`config.mk`:
```
export PLATFORM = sky130hd
export DESIGN_NAME = serial_digit_loader
export DESIGN_NICKNAME = d
export VERILOG_FILES = /design/src/rtl/sdl_pkg.sv /design/src/rtl/sdl_sync_edge.sv /design/src/rtl/sdl_shift_ctrl.sv /design/src/rtl/sdl_digit_bank.sv /design/src/rtl/serial_digit_loader.sv
export SDC_FILE = /design/constraint.sdc
export NUM_CORES = 1
export LEC_CHECK = 0
export BUFFER_PORTS_ARGS = -buffer_cell sky130_fd_sc_hd__buf_2
export CORE_MARGIN = 5
export CORE_UTILIZATION = 55
export CTS_BUF_LIST = sky130_fd_sc_hd__clkbuf_4 sky130_fd_sc_hd__clkbuf_8 sky130_fd_sc_hd__clkbuf_16
export DETAILED_ROUTE_END_ITERATION = 10
export MAX_ROUTING_LAYER = met4
export PLACE_DENSITY_LB_ADDON = 0.08
export SLEW_MARGIN = 20
export SYNTH_ARGS = -nofsm -noshare
export SYNTH_HDL_FRONTEND = slang
export SYNTH_SLANG_ARGS = --single-unit
```
`constraint.sdc`:
```
create_clock -name clk -period 2.65 [get_ports clk]
set_input_delay 0.1325 -clock clk [delete_from_list [all_inputs] [get_ports clk]]
set_output_delay 0.1325 -clock clk [all_outputs]
set_load 0.02 [all_outputs]
```
`src/rtl/sdl_pkg.sv`:
```
package sdl_pkg;
  localparam int ANN_W   = 2;
  localparam int CODE_W  = 4;
  localparam int ADDR_W  = 4;
  localparam int SEG_W   = 7;
  localparam int WORD_W  = ANN_W + CODE_W + ADDR_W;
  localparam int MIN_BITS = CODE_W + ADDR_W;
  localparam int LATCH_W = ANN_W + SEG_W;

  // segment order g,f,e,d,c,b,a (bit 6 down to bit 0)
  function automatic logic [SEG_W-1:0] hex_font(input logic [CODE_W-1:0] code);
    case (code)
      4'h0: hex_font = 7'h3F;
      4'h1: hex_font = 7'h06;
      4'h2: hex_font = 7'h5B;
      4'h3: hex_font = 7'h4F;
      4'h4: hex_font = 7'h66;
      4'h5: hex_font = 7'h6D;
      4'h6: hex_font = 7'h7D;
      4'h7: hex_font = 7'h07;
      4'h8: hex_font = 7'h7F;
      4'h9: hex_font = 7'h6F;
      4'hA: hex_font = 7'h77;
      4'hB: hex_font = 7'h7C;
      4'hC: hex_font = 7'h39;
      4'hD: hex_font = 7'h5E;
      4'hE: hex_font = 7'h79;
      default: hex_font = 7'h71;
    endcase
  endfunction
endpackage

```
`src/rtl/sdl_sync_edge.sv`:
```
module sdl_sync_edge #(
  parameter int STAGES = 2,
  parameter bit EDGE   = 1'b0
) (
  input  logic clk,
  input  logic rst,
  input  logic din,
  output logic dout
);
  localparam int DEPTH = STAGES + (EDGE ? 1 : 0);

  logic [DEPTH-1:0] pipe;

  always_ff @(posedge clk) begin
    if (rst) pipe <= '0;
    else     pipe <= {pipe[DEPTH-2:0], din};
  end

  generate
    if (EDGE) begin : g_rise
      assign dout = pipe[STAGES-1] & ~pipe[STAGES];
    end else begin : g_level
      assign dout = pipe[STAGES-1];
    end
  endgenerate
endmodule

```
`src/rtl/sdl_shift_ctrl.sv`:
```
module sdl_shift_ctrl
  import sdl_pkg::*;
#(
  parameter int NUM_DIGITS = 10
) (
  input  logic               clk,
  input  logic               rst,
  input  logic               bit_in,
  input  logic               clk_rise,
  input  logic               wr_rise,
  output logic               accept_n,
  output logic               we,
  output logic [ADDR_W-1:0]  waddr,
  output logic [LATCH_W-1:0] wdata
);
  localparam int CNT_W = $clog2(WORD_W + 1);

  logic [WORD_W-1:0] sr;
  logic [CNT_W-1:0]  cnt;
  logic [ADDR_W-1:0] addr_now;
  logic [CODE_W-1:0] code_now;

  // first-sent bit of each field is its least significant bit
  always_comb begin
    for (int i = 0; i < ADDR_W; i++) addr_now[i] = sr[ADDR_W-1-i];
    for (int i = 0; i < CODE_W; i++) code_now[i] = sr[ADDR_W+CODE_W-1-i];
  end

  always_ff @(posedge clk) begin
    if (rst) begin
      sr       <= '0;
      cnt      <= '0;
      accept_n <= 1'b1;
      we       <= 1'b0;
      waddr    <= '0;
      wdata    <= '0;
    end else begin
      we <= 1'b0;
      if (wr_rise) begin
        if (int'(cnt) >= MIN_BITS && int'(addr_now) < NUM_DIGITS) begin
          we    <= 1'b1;
          waddr <= addr_now;
          wdata <= {sr[WORD_W-1:MIN_BITS], hex_font(code_now)};
        end
        sr       <= '0;
        cnt      <= '0;
        accept_n <= 1'b1;
      end else if (clk_rise) begin
        if (int'(cnt) == WORD_W) begin
          sr       <= '0;
          cnt      <= '0;
          accept_n <= 1'b1;
        end else begin
          sr       <= {sr[WORD_W-2:0], bit_in};
          cnt      <= cnt + 1'b1;
          accept_n <= !(int'(cnt) + 1 >= MIN_BITS);
        end
      end
    end
  end


  accept_fall_chk: assert property (@(posedge clk) disable iff (rst)
    $fell(accept_n) |-> $past(clk_rise));


  accept_rise_chk: assert property (@(posedge clk) disable iff (rst)
    $rose(accept_n) |-> $past(wr_rise || clk_rise));


  cnt_bound_chk: assert property (@(posedge clk) disable iff (rst)
    int'(cnt) <= WORD_W);
endmodule

```
`src/rtl/sdl_digit_bank.sv`:
```
module sdl_digit_bank
  import sdl_pkg::*;
#(
  parameter int NUM_DIGITS = 10
) (
  input  logic                          clk,
  input  logic                          rst,
  input  logic                          we,
  input  logic [ADDR_W-1:0]             waddr,
  input  logic [LATCH_W-1:0]            wdata,
  output logic [NUM_DIGITS*LATCH_W-1:0] digits_o
);
  logic [LATCH_W-1:0] mem [NUM_DIGITS];

  always_ff @(posedge clk) begin
    if (rst) begin
      for (int k = 0; k < NUM_DIGITS; k++) mem[k] <= '0;
    end else if (we && int'(waddr) < NUM_DIGITS) begin
      mem[waddr] <= wdata;
    end
  end

  generate
    for (genvar k = 0; k < NUM_DIGITS; k++) begin : g_out
      assign digits_o[k*LATCH_W +: LATCH_W] = mem[k];
    end
  endgenerate


  we_range_chk: assert property (@(posedge clk) disable iff (rst)
    we |-> int'(waddr) < NUM_DIGITS);


  hold_chk: assert property (@(posedge clk) disable iff (rst)
    !we |=> $stable(digits_o));
endmodule

```
`src/rtl/serial_digit_loader.sv`:
```
module serial_digit_loader
  import sdl_pkg::*;
#(
  parameter int NUM_DIGITS  = 10,
  parameter int SYNC_STAGES = 2
) (
  input  logic                          clk,
  input  logic                          rst,
  input  logic                          ser_data,
  input  logic                          ser_clk,
  input  logic                          wr_strobe,
  output logic                          accept_n,
  output logic [NUM_DIGITS*LATCH_W-1:0] digits_o
);
  localparam int N_IN = 3;
  localparam logic [N_IN-1:0] IS_EDGE = 3'b011;

  logic [N_IN-1:0] raw_in;
  logic [N_IN-1:0] sync_out;
  logic            we;
  logic [ADDR_W-1:0]  waddr;
  logic [LATCH_W-1:0] wdata;

  assign raw_in = {ser_data, ser_clk, wr_strobe};

  generate
    for (genvar i = 0; i < N_IN; i++) begin : g_sync
      sdl_sync_edge #(.STAGES(SYNC_STAGES), .EDGE(IS_EDGE[i])) sync_i (
        .clk (clk),
        .rst (rst),
        .din (raw_in[i]),
        .dout(sync_out[i])
      );
    end
  endgenerate

  sdl_shift_ctrl #(.NUM_DIGITS(NUM_DIGITS)) ctrl_i (
    .clk     (clk),
    .rst     (rst),
    .bit_in  (sync_out[2]),
    .clk_rise(sync_out[1]),
    .wr_rise (sync_out[0]),
    .accept_n(accept_n),
    .we      (we),
    .waddr   (waddr),
    .wdata   (wdata)
  );

  sdl_digit_bank #(.NUM_DIGITS(NUM_DIGITS)) bank_i (
    .clk     (clk),
    .rst     (rst),
    .we      (we),
    .waddr   (waddr),
    .wdata   (wdata),
    .digits_o(digits_o)
  );
endmodule

```
==> results of run 1 <==
[logic make-up (layout without fill, tap and decap cells)]
| logic type | Yosys count | count (layout) | synth area share (%) |
|---|---|---|---|
| AND/OR/NAND/NOR | 186 | 186 | 18.05 |
| XOR/XNOR | 1 | 1 | 0.1805 |
| AO/OA/AOI/OAI | 47 | 47 | 6.264 |
| multiplexers | 1 | 1 | 0.2320 |
| adder cells (fa/ha/maj) | 7 | 7 | 1.805 |
| flip-flops | 127 | 127 | 70.95 |
| buffers and inverters | 29 | 147 | 2.526 |
[final timing paths]
check	endpoint	slack (ns)	depth (start not counted)
max reg2reg	bank_i.mem[8][6]$_SDFFCE_PN0P_	0.75	4
max	bank_i.mem[8][6]$_SDFFCE_PN0P_	0.75	4
min reg2reg	g_sync[0].sync_i.pipe[1]$_SDFF_PP0_	0.44	1
min	g_sync[1].sync_i.pipe[0]$_SDFF_PP0_	0.35	3
[cells in the final DEF, fill, tap and decap left out, types with 5 or more instances in the layout]
| cell | Yosys | layout |
|---|---|---|
| dfxtp_1 | 37 | 37 |
| nand2_1 | 31 | 31 |
| a22oi_1 | 10 | 10 |
| nor2_1 | 100 | 100 |
| nor2b_1 | 15 | 15 |
| ha_1 | 7 | 7 |
| nand3_1 | 6 | 6 |
| inv_2 | 10 | 10 |
| clkinv_4 | 0 | 5 |
| a21oi_1 | 18 | 17 |
| clkbuf_16 | 0 | 16 |
| buf_2 | 5 | 95 |
| nand2_4 | 9 | 9 |
| nand2b_1 | 14 | 14 |
| edfxtp_1 | 90 | 90 |
[worst max-delay path, stage by stage, from the launching register on]
cell and delay [ns]:
dfxtp_1 0.35, or2_1 0.29, nor2_1 0.20, nand3b_1 0.30
nand2b_1 0.42
[metrics by stage]
step	power, mW	area, um2
global route	4.846	6057
global placement	2.400	5413
finish	4.698	6057
CTS	4.711	6057
floorplan	2.341	4853
detailed placement	2.404	5413
[per-layer routing]
metal | up-vias | GRT usage (%) | part of all wire, %
met1 | 1579 | 23.73 | 41
met3 | 14 | 6.890 | 7.3
met5 | - | - | 0
met4 | 0 | 6.753 | 1.3
met2 | 124 | 32.42 | 51
li1 | 1585 | - | -
[flip-flops by register name (all words and copies together) (netlist names)]
register,cells
ctrl_i.wdata,9
ctrl_i.waddr,4
ctrl_i.we,1
ctrl_i.cnt,4
ctrl_i.sr,10
bank_i.mem,90
g_sync.sync_i.pipe,8
ctrl_i.accept_n,1
[layout make-up]
type                    instances  area [um2]  area share, %
flip-flops and latches        127        3443          56.85
multi-input cells             242        1291          21.32
repair buffers                101       530.5          8.759
clock buffers                  18       421.7          6.961
clock inverters                14       182.7          3.016
well taps                     108       135.1          2.231
inverters                      14       52.55         0.8676
[where the power goes]
part,switching (mW),total [mW],leakage (nW),internal [mW]
Combinational,0.126,0.176,0.946,0.0491
Sequential,0.0174,2.19,1.23,2.17
Clock,0.876,2.33,0.286,1.46
==> flow_metrics.tcl, run 1 <==
set metrics [dict create \
    ir_drop_uv 451.6 \
    yosys-top-cells-count "nor2_1, edfxtp_1, dfxtp_1" \
    endpoint_kind "flip-flop" \
    slew_viol_final 0 \
    grt_pass1_vias 3135 \
    power.density_mw_per_mm2 775.6 \
    p_leak_nw 2.460 \
    arrival_ns 2.08 \
    drt_pass1_iterations 5 \
    io_pins 96 \
    ant_nets 0 \
    relSlewSlack_pct 44.25 \
    grt_usage_pct 20.11 \
    worst_hold_slack_ns 0.3511 \
    path_max_fanout 10 \
    fillers 620 \
    status "finished, final reports clean" \
    fin_crit_ns 1.898 \
    fp.dieW_um 103.9 \
    clockRootBuffer "clkbuf_8" \
    routed_wirelength_um 10280 \
    antenna_found_initial 0 \
    portBuffers 95 \
    finalWeightedCongestion 0.7653 \
    fin_skew_ns 0.01129 \
    initial_core_util_pct 55.93 \
    tightest_slew_ns 0.8346 \
    synth_most_common_cell "nor2_1" \
    htreeDepth 4 \
    dpl_worst_slack_ns 0.7804 \
    nets 515 \
    synth_flop_cell "edfxtp_1" \
    crit_type "flip-flop to flip-flop" \
    hold_buffers 4 \
    fin_crit_sh_pct 71.61 \
    vias 3302 \
    fmax_mhz 527.0 \
    max_cap_violations 0 \
    grt_pass1_wl_um 16440 \
    syn_inst 398 \
    r2r-start "ctrl_i.waddr[1]$_SDFFE_PP0P_" \
    clock_path_buffers 2 \
    yosys.area.top_type "edfxtp_1" \
    die_h_um 103.9 \
    synth_edf_count 90 \
    row_count 34 \
    drt-initial-drc-count 217 \
    cts_sinks 127 \
    setup_viol 0 \
    route.detailed.drc 0 \
    die-area_mm2 0.01080 \
    yosys_warnings 0 \
    cts_buffers 17 \
    drive_gt1_share_pct 29.46 \
    hold_start "ser_clk" \
    area_growth_pct 24.80 \
    synth_top_area_share_pct 55.68 \
    fin_ws_ns 0.7524 \
    grt_setup_unrepaired "false" \
    cp_data_required_time_ns 2.83 \
    dpl.hpwl_um 6738 \
    clkLatencyLatePin_ns 0.52 \
    crit_start "ctrl_i.waddr[1]$_SDFFE_PP0P_" \
    synth_nets 410 \
    fin_tns_setup_ns 0 \
    syn-cell-area_mm2 0.004853 \
    wl_per_cell_um 16.48 \
    async_reset_ff_share_pct 0 \
    core_mm2 0.008678 \
    cp-start-kind "flip-flop" \
    final_cell_count_no_fill 624 \
    synth.area.top_cells "edfxtp_1, dfxtp_1, nor2_1" \
    hold_viol 0 \
    hold_path.class "primary input to flip-flop" \
    cts_tree "yes" \
    synth.avg_cell_area_um2 12.19 \
    final_util_pct 69.80 \
    grt-ovfl-total 0 \
    synth_cell_type_count 37 \
    placed_cells 588 \
    clk_pin_slew_ns 0.06 \
    ys_seq_elements 127 \
    viasPerCell 5.292 \
    ys_seq_area_share_pct 70.95 \
    n_antenna_cell 0 \
    ctsResizeCount 0 \
    grt_max_degree 27 \
    cts_setup_buffers 0 \
]
No activity file was read; power rests on OpenSTA's default activity.
==> inputs of run 2 (changes only) <==
- CORE_UTILIZATION: 55 -> 49
- clock period: 2.65 -> 1.55 ns (I/O delays scaled with it)
==> run 2 against run 1 <==
Effect of this change:
- combinational power is 92% higher
- clock skew is 0.0046 ns lower
- core utilization is 5.3 points lower
- design area is 3.6% higher
- cell count is 7.9% higher
- first-iteration DRC count is 2.8% higher
- global-route usage is 1.1 points lower
- sequential power is 71% higher
- critical path depth is 1 higher
- power is 60% higher
- clock power is 47% higher
==> flow_metrics.tcl, run 2 (synthesis gave the netlist of run 1 again) <==
set metrics [dict create \
    status "finished, final reports clean" \
    crit_chain "nand2b_1 -> nor3b_1 -> nand2_1 -> nand2b_1 -> buf_12" \
    mostFrequentLayoutCell "nor2_1" \
    power_frac_clock_pct 45.6 \
    critPathSlowestCell "dfxtp_1" \
    clkLatencyLatePin_ns 0.51 \
    clockRootBuffer "clkbuf_8" \
    grt_max_degree 22 \
    finalWeightedCongestion 0.7569 \
    max_stage_delay_ns 0.34 \
    cts_buffers 17 \
    route.detailed.drc 0 \
    grt-ovfl-total 0 \
    wl_per_cell_um 15.48 \
    cp_data_required_time_ns 1.77 \
    cp-start-kind "flip-flop" \
    max_cap_violations 0 \
    drt_pass1_iterations 4 \
    dpl_worst_slack_ns 0.01954 \
    dpl.hpwl_um 7072 \
    fin_crit_sh_pct 95.00 \
    grt_usage_pct 19.02 \
    fp.dieW_um 109.5 \
    portBuffers 95 \
    antenna_found_initial 0 \
    cts_sinks 127 \
    n_antenna_cell 0 \
    final_cell_mix "nor2_1, buf_2, edfxtp_1, dfxtp_1, nand2_1" \
    hold_start "rst" \
    crit_type "flip-flop to flip-flop" \
    drt-initial-drc-count 223 \
    crit_family "simple AND/OR/NAND/NOR gates" \
    fmax_mhz 679.1 \
    top_regs "bank_i.mem x90, ctrl_i.sr x10, ctrl_i.wdata x9" \
    setup_viol 0 \
    tightest_slew_ns 0.4960 \
    cts_setup_buffers 0 \
    grt_setup_unrepaired "true" \
    die-area_mm2 0.01200 \
    vias 3304 \
    area_growth_pct 29.34 \
    arrival_ns 1.70 \
    p_comb_share_pct 4.5 \
    io_pins 96 \
    die_h_um 109.5 \
    p_sw_share_pct 20.44 \
    fin_crit_ns 1.473 \
    routed_wirelength_um 10420 \
    largest_register_ffs 90 \
    clk_pin_slew_ns 0.05 \
    clock_path_buffers 2 \
    largest-register "bank_i.mem" \
    seqPwrFrac_pct 49.9 \
    initial_core_util_pct 49.88 \
    p_int_mw 5.976 \
    hold_path.class "primary input to flip-flop" \
    p_leak_nw 2.582 \
    nets 540 \
    crit_buf_inv 1 \
    fin_ws_ns 0.07743 \
    viasPerCell 4.909 \
    p_sw_mw 1.535 \
    row_count 36 \
    endpoint_kind "flip-flop" \
    grt_pass1_vias 3228 \
    ir_drop_uv 613.0 \
    power.density_mw_per_mm2 1196 \
    hold_viol 0 \
    drive_gt1_share_pct 32.96 \
    slew_viol_final 0 \
    core_mm2 0.009729 \
    r2r-start "ctrl_i.we$_SDFF_PP0_" \
    fin_skew_ns 0.006677 \
    path_max_fanout 9 \
    relSlewSlack_pct 66.83 \
    htreeDepth 4 \
    grt_pass1_wl_um 16350 \
    path_common_cell "nand2b_1" \
    crit_start "ctrl_i.we$_SDFF_PP0_" \
    power.total_mw 7.511 \
    ant_nets 0 \
    cts_tree "yes" \
]
==> run 2: cell types whose count changed in the layout (fill, tap and decap cells not counted), moves of 4 or more <==
cell / before / now
buf_4: 2 / 22
buf_12: 0 / 6
clkinv_4: 5 / 0
clkinv_1: 0 / 4
clkinv_2: 0 / 4
==> run 2: final timing paths <==
kind	slack, ns	depth (start not counted)	endpoint
worst min register to register	0.43	1	g_sync[0].sync_i.pipe[1]$_SDFF_PP0_
worst max register to register	0.08	5	bank_i.mem[4][4]$_SDFFCE_PN0P_
worst min-delay path	0.03	3	g_sync[0].sync_i.pipe[1]$_SDFF_PP0_
worst max-delay path	0.08	5	bank_i.mem[4][4]$_SDFFCE_PN0P_
==> run 2: metal layers <==
layer	up-vias	routed length (um)	global-route usage, %
li1	1634	-	-
met1	1571	4399	22.89
met2	91	5347	31.08
met3	8	594	4.756
met4	0	76	7.213
met5	-	0	-
==> run 2: what timing repair did <==
action | CTS | global route
hold buffers | 3 | 0
endpoints found under the hold margin | 3 | 0
resized for setup | 0 | 4
setup endpoints to repair | 0 | 29
==> run 2: per-stage QoR <==
stage | instance area (um2) | hold slack (ns) | util, % | instances | TNS (ns)
after floorplan | 4858 | 0.1491 | - | 398 | 0
after global placement | 5719 | 0.2865 | 58.78 | 639 | 0
after detailed placement | 5719 | 0.2954 | 58.78 | 639 | 0
after CTS | 6266 | 0.01209 | 64.40 | 673 | 0
after global routing | 6277 | 0.03132 | 64.52 | 673 | -0.1647
final | 6277 | 0.03288 | 64.52 | 673 | 0
==> run 2: layout make-up <==
| cell class | instances | area [um2] |
|---|---|---|
| fill | 760 | 3452 |
| sequential | 127 | 3445 |
| multi-input combinational | 242 | 1306 |
| timing repair buffer | 126 | 790.8 |
| clock buffer | 21 | 444.2 |
| tap | 133 | 166.4 |
| clock inverter | 10 | 72.57 |
| inverter | 14 | 52.55 |
==> run 2: worst reg2reg max path, cell delays in order, from the launching register on <==
cell      delay [ns]
dfxtp_1         0.34
nand2b_1        0.14
nor3b_1         0.30
nand2_1         0.13
nand2b_1        0.14
buf_12          0.14
==> run 2: power groups by stage <==
stage / logic (mW) / clock network [mW] / registers [mW]
2_1_floorplan: 0.0799 / 0 / 3.92
3_3_place_gp: 0.332 / 0 / 3.81
3_5_place_dp: 0.336 / 0 / 3.82
4_1_cts: 0.342 / 3.48 / 3.75
5_1_grt: 0.362 / 3.68 / 3.75
6_report: 0.338 / 3.43 / 3.75
==> inputs of run 3 (changes only) <==
- CORE_UTILIZATION: 49 -> 54
- clock period: 1.55 -> 1.64 ns (I/O delays scaled with it)
==> run 3 against run 2 <==
Effect of this change:
- non-clock buffer count decreased by 4
- power grew 5.7%
- die area fell by 8.4%
- hold slack better by 0.41 ns
- fmax down 0.84%
- critical path type unchanged
- largest cell class unchanged
- via count is 0.24% lower
- clock-buffer cell count down 4
- register-to-register slack better by 0.08 ns
- wire length decreased by 2.5%
==> flow_metrics.tcl, run 3 (synthesis gave the netlist of run 1 again) <==
set metrics [dict create \
    power.density_mw_per_mm2 1258 \
    row_count 34 \
    setup_viol 0 \
    clkLatencyLatePin_ns 0.51 \
    fin_crit_sh_pct 90.55 \
    cts_tree "yes" \
    hold_viol 0 \
    grt_setup_unrepaired "false" \
    drt_pass1_iterations 4 \
    die-area_mm2 0.01098 \
    fin_tns_setup_ns 0 \
    die_h_um 104.8 \
    vias 3296 \
    path_max_fanout 9 \
    initial_core_util_pct 55.65 \
    grt_pass1_vias 3291 \
    cts_setup_buffers 0 \
    io_pins 96 \
    largest-register "bank_i.mem" \
    status "finished, final reports clean" \
    n_antenna_cell 0 \
    clockRootBuffer "clkbuf_8" \
    clk_pin_slew_ns 0.06 \
    fin_skew_ns 0.009526 \
    cts_buffers 17 \
    fp.dieW_um 104.8 \
    route.detailed.drc 0 \
    max_cap_violations 0 \
    ir_drop_uv 738.6 \
    tightest_slew_ns 0.5271 \
    hold_path.class "flip-flop to flip-flop" \
    crit_type "flip-flop to flip-flop" \
    nets 536 \
    crit_buf_inv 0 \
    cp_data_required_time_ns 1.83 \
    htreeDepth 4 \
    final_cell_mix "nor2_1, buf_2, edfxtp_1, dfxtp_1, nand2_1" \
    relSlewSlack_pct 64.75 \
    antenna_found_initial 0 \
    area_growth_pct 29.93 \
    grt_pass1_wl_um 16790 \
    routed_wirelength_um 10160 \
    multiInputGateArea_mm2 0.001314 \
    drt-initial-drc-count 176 \
    wl_per_cell_um 15.77 \
    grt_max_degree 20 \
    finalWeightedCongestion 0.8275 \
    p_leak_nw 2.585 \
    crit_family "simple AND/OR/NAND/NOR gates" \
    portBuffers 95 \
    fin_crit_ns 1.485 \
    slew_viol_final 0 \
    endpoint_kind "flip-flop" \
    fillers 594 \
    fmax_mhz 673.4 \
    clock_path_buffers 2 \
    dpl_worst_slack_ns 0.03398 \
    core_mm2 0.008721 \
    mostFrequentLayoutCell "nor2_1" \
    max_stage_delay_ns 0.35 \
    critPathSlowestCell "dfxtp_1" \
    drive_gt1_share_pct 33.02 \
    arrival_ns 1.68 \
    seq_area_mm2 0.003443 \
    dpl.hpwl_um 6800 \
    fin_ws_ns 0.1550 \
    grt_usage_pct 20.09 \
    grt-ovfl-total 0 \
    viasPerCell 5.118 \
    top_regs "bank_i.mem x90, ctrl_i.sr x10, ctrl_i.wdata x9" \
    cp-start-kind "flip-flop" \
    cts_sinks 127 \
    largest_register_ffs 90 \
    crit_chain "nand2b_1 -> nor3b_1 -> nand2_1 -> nand2b_2" \
    ant_nets 0 \
]
-- run 3: cell types whose count changed in the layout (fill, tap and decap cells not counted), moves of 2 or more --
cell,delta
buf_12,-5
bufinv_16,+5
nand2b_2,+5
clkbuf_4,-4
clkinv_1,-4
dlygate4sd3_1,+4
nand2b_1,-4
buf_4,-3
clkinv_2,-2
clkinvlp_4,+2
inv_6,+2
-- run 3: cell type report --
type / count / area share [%]
inverters: 14 / 0.8333
flip-flops and latches: 127 / 54.60
well taps: 108 / 2.143
repair buffers: 122 / 11.23
clock inverters: 14 / 3.790
multi-input cells: 242 / 20.83
clock buffers: 17 / 6.567
-- run 3: routing by layer --
metal  part of all wire (%)  wire length (um)  track usage [%]
met1                     41              4197            24.56
met4                   0.87                88            6.758
met5                      0                 0                -
met2                     50              5057            32.24
met3                    8.0               813            5.734
-- run 3: worst paths after layout --
path | start | endpoint | slack, ns | cells past startpoint
max | ctrl_i.we$_SDFF_PP0_ | bank_i.mem[3][1]$_SDFFCE_PN0P_ | 0.15 | 4
min | g_sync[0].sync_i.pipe[0]$_SDFF_PP0_ | g_sync[0].sync_i.pipe[1]$_SDFF_PP0_ | 0.44 | 1
max reg2reg | ctrl_i.we$_SDFF_PP0_ | bank_i.mem[3][1]$_SDFFCE_PN0P_ | 0.15 | 4
min reg2reg | g_sync[0].sync_i.pipe[0]$_SDFF_PP0_ | g_sync[0].sync_i.pipe[1]$_SDFF_PP0_ | 0.44 | 1
-- run 3: repair_timing --
action | CTS | global route
endpoints found under the hold margin | 8 | 0
resized for setup | 0 | 8
setup endpoints to repair | 0 | 63
hold buffers | 7 | 0
-- run 3: through the flow --
step / utilization [%] / hold slack [ns] / total power, mW / instance area, um2 / instances
2_1_floorplan: - / 0.1536 / 3.782 / 4853 / 398
3_3_place_gp: 63.76 / 0.2932 / 3.887 / 5560 / 606
3_5_place_dp: 63.76 / 0.2999 / 3.893 / 5560 / 606
4_1_cts: 72.05 / 0.4488 / 8.002 / 6284 / 644
5_1_grt: 72.31 / 0.4662 / 8.188 / 6306 / 644
6_report: 72.31 / 0.4398 / 7.935 / 6306 / 644
-- run 3: power breakdown --
group,leakage (nW),switching (mW),total (mW),internal (mW)
clock,0.311,1.33,4.10,2.77
combinational,1.05,0.205,0.298,0.0925
sequential,1.23,0.0288,3.54,3.51
total,2.58,1.56,7.94,6.37
